## src/rtl/cpu8_pkg.sv

```systemverilog
package cpu8_pkg;
  localparam int OPW = 8;

  typedef enum logic [OPW-1:0] {
    OP_INC   = 8'd1,  OP_NOT   = 8'd2,  OP_LDIM  = 8'd3,  OP_ADDI  = 8'd4,
    OP_SUBIM = 8'd5,  OP_LDD   = 8'd6,  OP_STD   = 8'd7,  OP_BRZ   = 8'd8,
    OP_BRNZ  = 8'd9,  OP_BRC   = 8'd10, OP_BRNC  = 8'd11, OP_BRN   = 8'd12,
    OP_BRP   = 8'd13, OP_BRV   = 8'd14, OP_BRNV  = 8'd15, OP_JMP   = 8'd16,
    OP_JEXT  = 8'd17, OP_ANDI  = 8'd18, OP_ORI   = 8'd19, OP_XORI  = 8'd20,
    OP_XNRI  = 8'd21, OP_NOP   = 8'd22, OP_CMPI  = 8'd23
  } op_e;

  typedef struct packed {
    logic s;
    logic z;
    logic v;
    logic c;
  } flags_t;

  // defined opcode range
  function automatic logic op_known(op_e op);
    return (op >= OP_INC) && (op <= OP_CMPI);
  endfunction

  function automatic logic op_is_imm(op_e op);
    return op inside {OP_LDIM, OP_ADDI, OP_SUBIM, OP_ANDI, OP_ORI, OP_XORI, OP_XNRI, OP_CMPI};
  endfunction

  function automatic logic op_is_branch(op_e op);
    return (op >= OP_BRZ) && (op <= OP_JMP);
  endfunction

  function automatic logic op_is_short(op_e op);
    return op inside {OP_INC, OP_NOT, OP_NOP, OP_JEXT};
  endfunction
endpackage

```

## src/rtl/cpu8_inputs.sv

```systemverilog
module cpu8_inputs #(
  parameter int RST_HOLD = 3
) (
  input  logic clk,
  input  logic reset_in,
  input  logic start_in,
  output logic rst_now,
  output logic start_rise,
  output logic armed
);
  localparam int CW = $clog2(RST_HOLD + 1);

  logic [CW-1:0] run_len;
  logic          start_q;

  // reset only on the edge that completes RST_HOLD consecutive highs
  assign rst_now    = reset_in && (run_len == CW'(RST_HOLD - 1));
  assign start_rise = start_in && !start_q;

  always_ff @(posedge clk) begin
    if (!reset_in)    run_len <= '0;
    else if (!rst_now) run_len <= run_len + CW'(1);
    start_q <= start_in;
    if (rst_now) armed <= 1'b1;
  end
endmodule

```

## src/rtl/cpu8_timing.sv

```systemverilog
module cpu8_timing #(
  parameter int T_COUNT = 6
) (
  input  logic               clk,
  input  logic               rst,
  input  logic               run,
  input  logic               clr,
  output logic [T_COUNT-1:0] t
);
  localparam int TW = $clog2(T_COUNT);

  logic [TW-1:0] cnt;

  always_ff @(posedge clk) begin
    if (rst || !run || clr)           cnt <= '0;
    else if (cnt != TW'(T_COUNT - 1)) cnt <= cnt + TW'(1);
  end

  for (genvar i = 0; i < T_COUNT; i++) begin : g_dec
    assign t[i] = (cnt == TW'(i));
  end
endmodule

```

## src/rtl/cpu8_mem.sv

```systemverilog
module cpu8_mem #(
  parameter int W = 8
) (
  input  logic         clk,
  input  logic         rst,
  input  logic         we,
  input  logic [W-1:0] waddr,
  input  logic [W-1:0] wdata,
  input  logic         re,
  input  logic [W-1:0] raddr,
  output logic [W-1:0] rdata
);
  localparam int DEPTH = 1 << W;

  logic [W-1:0] ram [DEPTH];

  always_ff @(posedge clk) begin
    if (we) ram[waddr] <= wdata;
  end

  // registered read port doubles as the data register
  always_ff @(posedge clk) begin
    if (rst)     rdata <= '0;
    else if (re) rdata <= ram[raddr];
  end
endmodule

```

## src/rtl/cpu8_alu.sv

```systemverilog
module cpu8_alu
  import cpu8_pkg::*;
#(
  parameter int W = 8
) (
  input  op_e          op,
  input  logic [W-1:0] a,
  input  logic [W-1:0] b,
  output logic [W-1:0] res,
  output flags_t       nf,
  output logic         wr_ac,
  output logic         upd_all,
  output logic         upd_zs
);
  logic [W-1:0] addend;
  logic         cin;
  logic         arith;
  logic [W:0]   sum;

  always_comb begin
    addend  = '0;
    cin     = 1'b0;
    arith   = 1'b0;
    res     = a;
    wr_ac   = 1'b0;
    upd_all = 1'b0;
    upd_zs  = 1'b0;
    case (op)
      OP_INC:   begin arith = 1'b1; cin = 1'b1; wr_ac = 1'b1; upd_all = 1'b1; end
      OP_ADDI:  begin arith = 1'b1; addend = b; wr_ac = 1'b1; upd_all = 1'b1; end
      OP_SUBIM: begin arith = 1'b1; addend = ~b; cin = 1'b1; wr_ac = 1'b1; upd_all = 1'b1; end
      OP_CMPI:  begin arith = 1'b1; addend = ~b; cin = 1'b1; upd_all = 1'b1; end
      OP_NOT:   begin res = ~a;    wr_ac = 1'b1; upd_zs = 1'b1; end
      OP_LDIM,
      OP_LDD:   begin res = b;     wr_ac = 1'b1; upd_zs = 1'b1; end
      OP_ANDI:  begin res = a & b; wr_ac = 1'b1; upd_zs = 1'b1; end
      OP_ORI:   begin res = a | b; wr_ac = 1'b1; upd_zs = 1'b1; end
      OP_XORI:  begin res = a ^ b; wr_ac = 1'b1; upd_zs = 1'b1; end
      OP_XNRI:  begin res = ~(a ^ b); wr_ac = 1'b1; upd_zs = 1'b1; end
      default:  ;
    endcase
    sum = {1'b0, a} + {1'b0, addend} + (W+1)'(cin);
    if (arith) res = sum[W-1:0];
  end

  // C is the raw carry out; V compares operand and result signs
  assign nf.s = res[W-1];
  assign nf.z = (res == '0);
  assign nf.c = sum[W];
  assign nf.v = (a[W-1] == addend[W-1]) && (res[W-1] != a[W-1]);
endmodule

```

## src/rtl/cpu8_core.sv

```systemverilog
module cpu8_core
  import cpu8_pkg::*;
#(
  parameter int W        = 8,
  parameter int RST_HOLD = 3,
  parameter int T_COUNT  = 6
) (
  input  logic         clk,
  input  logic         reset_in,
  input  logic         start_in,
  input  logic [W-1:0] ext_addr,
  input  logic         ld_we,
  input  logic [W-1:0] ld_addr,
  input  logic [W-1:0] ld_data,
  output logic         busy,
  output logic [W-1:0] pc_out,
  output logic [W-1:0] ac_out,
  output logic [3:0]   flags_out
);
  logic         rst_now, start_rise, armed;
  logic [T_COUNT-1:0] t;
  logic         tc_clr;
  logic [W-1:0] pc, ac, ar, ir, dr;
  flags_t       flags;
  op_e          op;
  logic         known, imm, br, lda, sta, short_op, taken;
  logic         mem_re, mem_we;
  logic [W-1:0] mem_raddr, mem_waddr, mem_wdata;
  logic [W-1:0] alu_res;
  flags_t       alu_flags;
  logic         alu_wr, alu_all, alu_zs, alu_fire;

  cpu8_inputs #(.RST_HOLD(RST_HOLD)) u_inputs (
    .clk(clk), .reset_in(reset_in), .start_in(start_in),
    .rst_now(rst_now), .start_rise(start_rise), .armed(armed)
  );

  cpu8_timing #(.T_COUNT(T_COUNT)) u_timing (
    .clk(clk), .rst(rst_now), .run(busy), .clr(tc_clr), .t(t)
  );

  cpu8_mem #(.W(W)) u_mem (
    .clk(clk), .rst(rst_now), .we(mem_we), .waddr(mem_waddr), .wdata(mem_wdata),
    .re(mem_re), .raddr(mem_raddr), .rdata(dr)
  );

  cpu8_alu #(.W(W)) u_alu (
    .op(op), .a(ac), .b(dr), .res(alu_res), .nf(alu_flags),
    .wr_ac(alu_wr), .upd_all(alu_all), .upd_zs(alu_zs)
  );

  // opcode decode
  assign op       = op_e'(ir[OPW-1:0]);
  assign known    = ((ir >> OPW) == '0) && op_known(op);
  assign imm      = known && op_is_imm(op);
  assign br       = known && op_is_branch(op);
  assign lda      = known && (op == OP_LDD);
  assign sta      = known && (op == OP_STD);
  assign short_op = known && op_is_short(op);

  // single-flag branch conditions
  always_comb begin
    case (op)
      OP_BRZ:  taken = flags.z;
      OP_BRNZ: taken = !flags.z;
      OP_BRC:  taken = flags.c;
      OP_BRNC: taken = !flags.c;
      OP_BRN:  taken = flags.s;
      OP_BRP:  taken = !flags.s;
      OP_BRV:  taken = flags.v;
      OP_BRNV: taken = !flags.v;
      OP_JMP:  taken = 1'b1;
      default: taken = 1'b0;
    endcase
  end

  // memory read steps
  assign mem_re    = busy && (t[0] || (t[2] && (imm || br || lda || sta)) || (t[4] && lda));
  assign mem_raddr = (t[4] && lda) ? ar : pc;
  // the load port writes only while idle
  assign mem_we    = !rst_now && ((busy && t[4] && sta) || (!busy && ld_we));
  assign mem_waddr = busy ? ar : ld_addr;
  assign mem_wdata = busy ? ac : ld_data;

  assign alu_fire = busy && ((t[2] && known && (op == OP_INC || op == OP_NOT)) ||
                             (t[3] && imm) || (t[5] && lda));
  assign tc_clr   = busy && ((t[2] && (!known || short_op)) || (t[3] && (imm || br)) ||
                             (t[4] && sta) || (t[5] && lda));

  always_ff @(posedge clk) begin
    if (rst_now) begin
      pc    <= '0;
      ac    <= '0;
      ar    <= '0;
      ir    <= '0;
      flags <= '0;
      busy  <= 1'b0;
    end else if (!busy) begin
      if (start_rise) begin
        busy <= 1'b1;
        pc   <= '0;
      end
    end else begin
      if (t[1]) begin
        ir <= dr;
        pc <= pc + W'(1);
      end
      if (t[2] && known && op == OP_JEXT) pc <= ext_addr;
      if (t[2] && !known) busy <= 1'b0;
      if (t[3] && (imm || lda || sta)) pc <= pc + W'(1);
      if (t[3] && br) pc <= taken ? dr : pc + W'(1);
      if (t[3] && (lda || sta)) ar <= dr;
      if (alu_fire) begin
        if (alu_wr) ac <= alu_res;
        if (alu_all) flags <= alu_flags;
        else if (alu_zs) begin
          flags.z <= alu_flags.z;
          flags.s <= alu_flags.s;
        end
      end
    end
  end

  assign pc_out    = pc;
  assign ac_out    = ac;
  assign flags_out = flags;


  reset_clear_chk: assert property (@(posedge clk) disable iff (!armed)
    rst_now |=> (!busy && pc == '0 && ac == '0 && flags == '0));


  start_chk: assert property (@(posedge clk) disable iff (rst_now || !armed)
    (!busy && start_rise) |=> (busy && pc == '0 && t[0]));


  fetch_step_chk: assert property (@(posedge clk) disable iff (rst_now || !armed)
    (busy && t[1]) |=> (pc == $past(pc) + W'(1)));


  store_flags_chk: assert property (@(posedge clk) disable iff (rst_now || !armed)
    (busy && t[4] && sta) |=> $stable(flags));


  cmp_keeps_ac_chk: assert property (@(posedge clk) disable iff (rst_now || !armed)
    (busy && t[3] && known && op == OP_CMPI) |=> (ac == $past(ac)));


  branch_skip_chk: assert property (@(posedge clk) disable iff (rst_now || !armed)
    (busy && t[3] && br && !taken) |=> (pc == $past(pc) + W'(1)));


  halt_chk: assert property (@(posedge clk) disable iff (rst_now || !armed)
    (busy && t[2] && !known) |=> !busy);
endmodule

```

## config.mk

```make
export PLATFORM = sky130hd
export DESIGN_NAME = cpu8_core
export DESIGN_NICKNAME = d
export VERILOG_FILES = /design/src/rtl/cpu8_pkg.sv /design/src/rtl/cpu8_inputs.sv /design/src/rtl/cpu8_timing.sv /design/src/rtl/cpu8_mem.sv /design/src/rtl/cpu8_alu.sv /design/src/rtl/cpu8_core.sv
export SDC_FILE = /design/constraint.sdc
export NUM_CORES = 2
export LEC_CHECK = 0
export ABC_AREA = 0
export BUFFER_PORTS_ARGS = -buffer_cell sky130_fd_sc_hd__buf_4
export CAP_MARGIN = 20
export CORE_AREA = 10 10 504 506
export DETAILED_ROUTE_END_ITERATION = 16
export DIE_AREA = 0 0 514 516
export MAX_ROUTING_LAYER = met4
export PLACE_DENSITY = 0.53
export SYNTH_ARGS = -nofsm -noshare
export SYNTH_HDL_FRONTEND = slang
export SYNTH_HIERARCHICAL = 1
export SYNTH_SLANG_ARGS = --single-unit
```

## constraint.sdc

```tcl
create_clock -name clk -period 5.4 [get_ports clk]
set_clock_uncertainty 0.15 [all_clocks]
set_input_delay 1.08 -clock clk [delete_from_list [all_inputs] [get_ports clk]]
set_output_delay 1.08 -clock clk [all_outputs]
set_load 0.005 [all_outputs]
```

==> flow_metrics.py <==
metrics = {
    "run_status": {
        "run_status": "finished clean",
    },
    "final_layout": {
        "area_growth_pct": 14.4,
        "fill_cells": 21900,
        "final_cell_mix": "edfxtp_1, mux4_2, nor2_1, buf_4, mux2i_1",
        "drive_gt1_share_pct": 21.5,
        "instances_no_fill": 8149,
        "nets": 4806,
        "final_common_cell": "edfxtp_1",
    },
    "cts": {
        "clock-sinks": 2099,
        "cts_max_level": 4,
        "clock_latency_ns": 0.88,
        "path_clk_slew_ns": 0.06,
        "ctsRootBufferMaster": "clkbuf_16",
        "numCtsBuffers": 214,
        "hold_buffers": 0,
        "cts_tree": "yes",
        "cts.path.max_buffers": 3,
    },
    "global_routing": {
        "grt_max_degree": 136,
        "grt_pass1_wl_um": 359000,
        "gr-max-usage-layer": "met2",
        "grt_use_met1_pct": 26.4,
        "grt_pass1_vias": 45200,
        "grt_use_met2_pct": 29.3,
        "antenna_found_initial": 9,
        "grt-ovfl-total": 0,
        "grt_use_met3_pct": 3.66,
        "grtUsageTotal_pct": 19.4,
    },
    "worst_setup_path": {
        "worstRegToRegCells": 14,
        "cpPeakStageDelay_ns": 0.69,
        "cp-end-kind": "flip-flop",
        "reg2reg_to": "u_mem/rdata[6]$_SDFFE_PP0P_",
        "worstPathCellList": "or3_1 > nor4_2 > nand3_1 > buf_4 > mux2_8 > buf_12 > buf_12 > mux2i_1 > o221ai_1 > o22ai_1 > o21ai_1 > a21oi_1 > nor3_1 > a211o_1",
        "cp-start-kind": "flip-flop",
        "slowest_stage": "nor3_1",
        "cp.required_ns": 6.06,
        "r2r-start": "ir[5]$_SDFFE_PP0P_",
        "crit_top_cell": "buf_12",
        "path_buf_inv": 3,
        "critPathKind": "reg -> reg",
        "reg2reg_slack_ns": 0.18,
        "cp.arrival_ns": 5.88,
        "path_delay_family": "simple AND/OR/NAND/NOR gates",
        "cp_max_fo": 29,
    },
    "timing": {
        "setup_violations": 0,
        "tightest_slew_ns": 1.30,
        "fin_crit_sh_pct": 96.6,
        "rsz0062_at_grt": "false",
        "fmax_mhz": 192,
        "relSlewSlack_pct": 12.7,
        "finalHoldViolations": 0,
        "post-route-min-period_ns": 5.22,
        "tns_ns": 0,
        "maxSlewViolCount": 0,
        "final.setup.worst_slack_ns": 0.182,
    },
    "die": {
        "die_h_um": 516,
        "core-area_mm2": 0.244,
        "rows": 182,
        "ios": 49,
        "fp.dieW_um": 514,
        "start_util_pct": 34.7,
        "design.die.area_mm2": 0.265,
    },
    "placed_design": {
        "numPortBuffers": 48,
        "gp_congestion": 0.896,
        "place_hpwl_um": 167000,
        "dp_slack_ns": -0.342,
        "dpl.cell_count": 7750,
    },
    "pwr": {
        "power.density_mw_per_mm2": 452,
        "p_leak_nw": 30.1,
        "irDropWorstVdd_mv": 0.365,
    },
    "detailed_routing": {
        "vias": 46200,
        "ant_nets": 0,
        "first_pass_iters": 6,
        "drc": 0,
        "routedWlPerCell_um": 31.4,
        "viasPerCell": 5.67,
        "first_iter_violations": 5845,
        "drt-total-wl_um": 256000,
    },
    "flow_run": {
        "maxCapViolCount": 0,
    },
    "synthesis": {
        "synth_cells": 4463,
        "syn_nets": 4523,
        "ys_warn_count": 6,
        "avgSynthCellArea_um2": 19.0,
        "netlist_area_mm2": 0.0848,
    },
    "worst_hold_path": {
        "min-delay-path-class": "in -> reg",
        "holdPathStages": 1,
        "min_from": "start_in",
        "min_to": "u_inputs/start_q$_DFF_P_",
    },
}
-- sequential cells by signal (all words and copies together), names as in the netlist --
name and flops:
u_inputs/start_q 1, ar 8, ac_out 8, u_mem/rdata 8, flags_out 4, u_timing/cnt 3
u_mem/ram 2048, ir 8, busy 1, u_inputs/run_len 2, pc_out 8
-- report_power, final --
part	internal, mW	switching (mW)
Clock	8.36	6.29
Combinational	3.38	6.33
Sequential	19.2	0.296
Total	30.9	12.9
-- layout make-up --
cell class / instances / area, um2 / share of cell area (%)
Inverter: 33 / 129 / 0.133
Tap cell: 3220 / 4030 / 4.15
Sequential cell: 2099 / 62500 / 64.5
Timing Repair Buffer: 339 / 2970 / 3.06
Clock inverter: 126 / 1260 / 1.30
Multi-Input combinational cell: 2059 / 20400 / 21.1
Antenna cell: 5 / 12.5 / 0.0129
Clock buffer: 268 / 5650 / 5.83
-- layer usage --
layer | share of wire [%] | up-vias
met5 | 0 | -
met4 | 3.5 | 0
met3 | 7.7 | 419
met2 | 46 | 2091
met1 | 43 | 24900
li1 | - | 18800
-- worst register-to-register path, delay by kind of cell, from the launching register on --
kind | cells | cell delay (ns)
simple gates | 4 | 1.67
compound gates | 5 | 1.58
buf+inv | 3 | 0.76
mux | 2 | 0.63
flops | 1 | 0.38
-- worst max-delay path by stage --
| stage | from | end | slack (ns) | cells past startpoint |
|---|---|---|---|---|
| after CTS | ir[5]$_SDFFE_PP0P_ | u_mem/rdata[4]$_SDFFE_PP0P_ | 0.08 | 12 |
| after floorplan | ir[2]$_SDFFE_PP0P_ | flags_out[2]$_SDFFE_PP0P_ | 1.38 | 16 |
| final | ir[5]$_SDFFE_PP0P_ | u_mem/rdata[6]$_SDFFE_PP0P_ | 0.18 | 14 |
| after global routing | ir[5]$_SDFFE_PP0P_ | u_mem/rdata[7]$_SDFFE_PP0P_ | 0.04 | 15 |
| after detailed placement | ir[5]$_SDFFE_PP0P_ | u_mem/rdata[0]$_SDFFE_PP0P_ | -0.34 | 14 |
| after global placement | ir[5]$_SDFFE_PP0P_ | u_mem/rdata[0]$_SDFFE_PP0P_ | -0.29 | 14 |
-- per-stage QoR --
step | area, um2 | util [%] | hold WS (ns) | power (mW)
5_1_grt | 97000 | 39.7 | 0.147 | 45.2
4_1_cts | 97000 | 39.7 | 0.117 | 44.0
6_report | 97000 | 39.7 | 0.185 | 43.8
2_1_floorplan | 84800 | - | 0.294 | 25.8
3_3_place_gp | 90000 | 36.9 | 0.299 | 29.4
3_5_place_dp | 90100 | 36.9 | 0.318 | 29.5
-- timing repair --
item / CTS / global route
endpoints found under the setup margin: 2 / 4
gates resized for setup: 3 / 4
pin swaps: 0 / 0
setup buffers: 0 / 0
hold endpoints to repair: 0 / 0
Note: power is estimated with default switching activity, not from simulation.
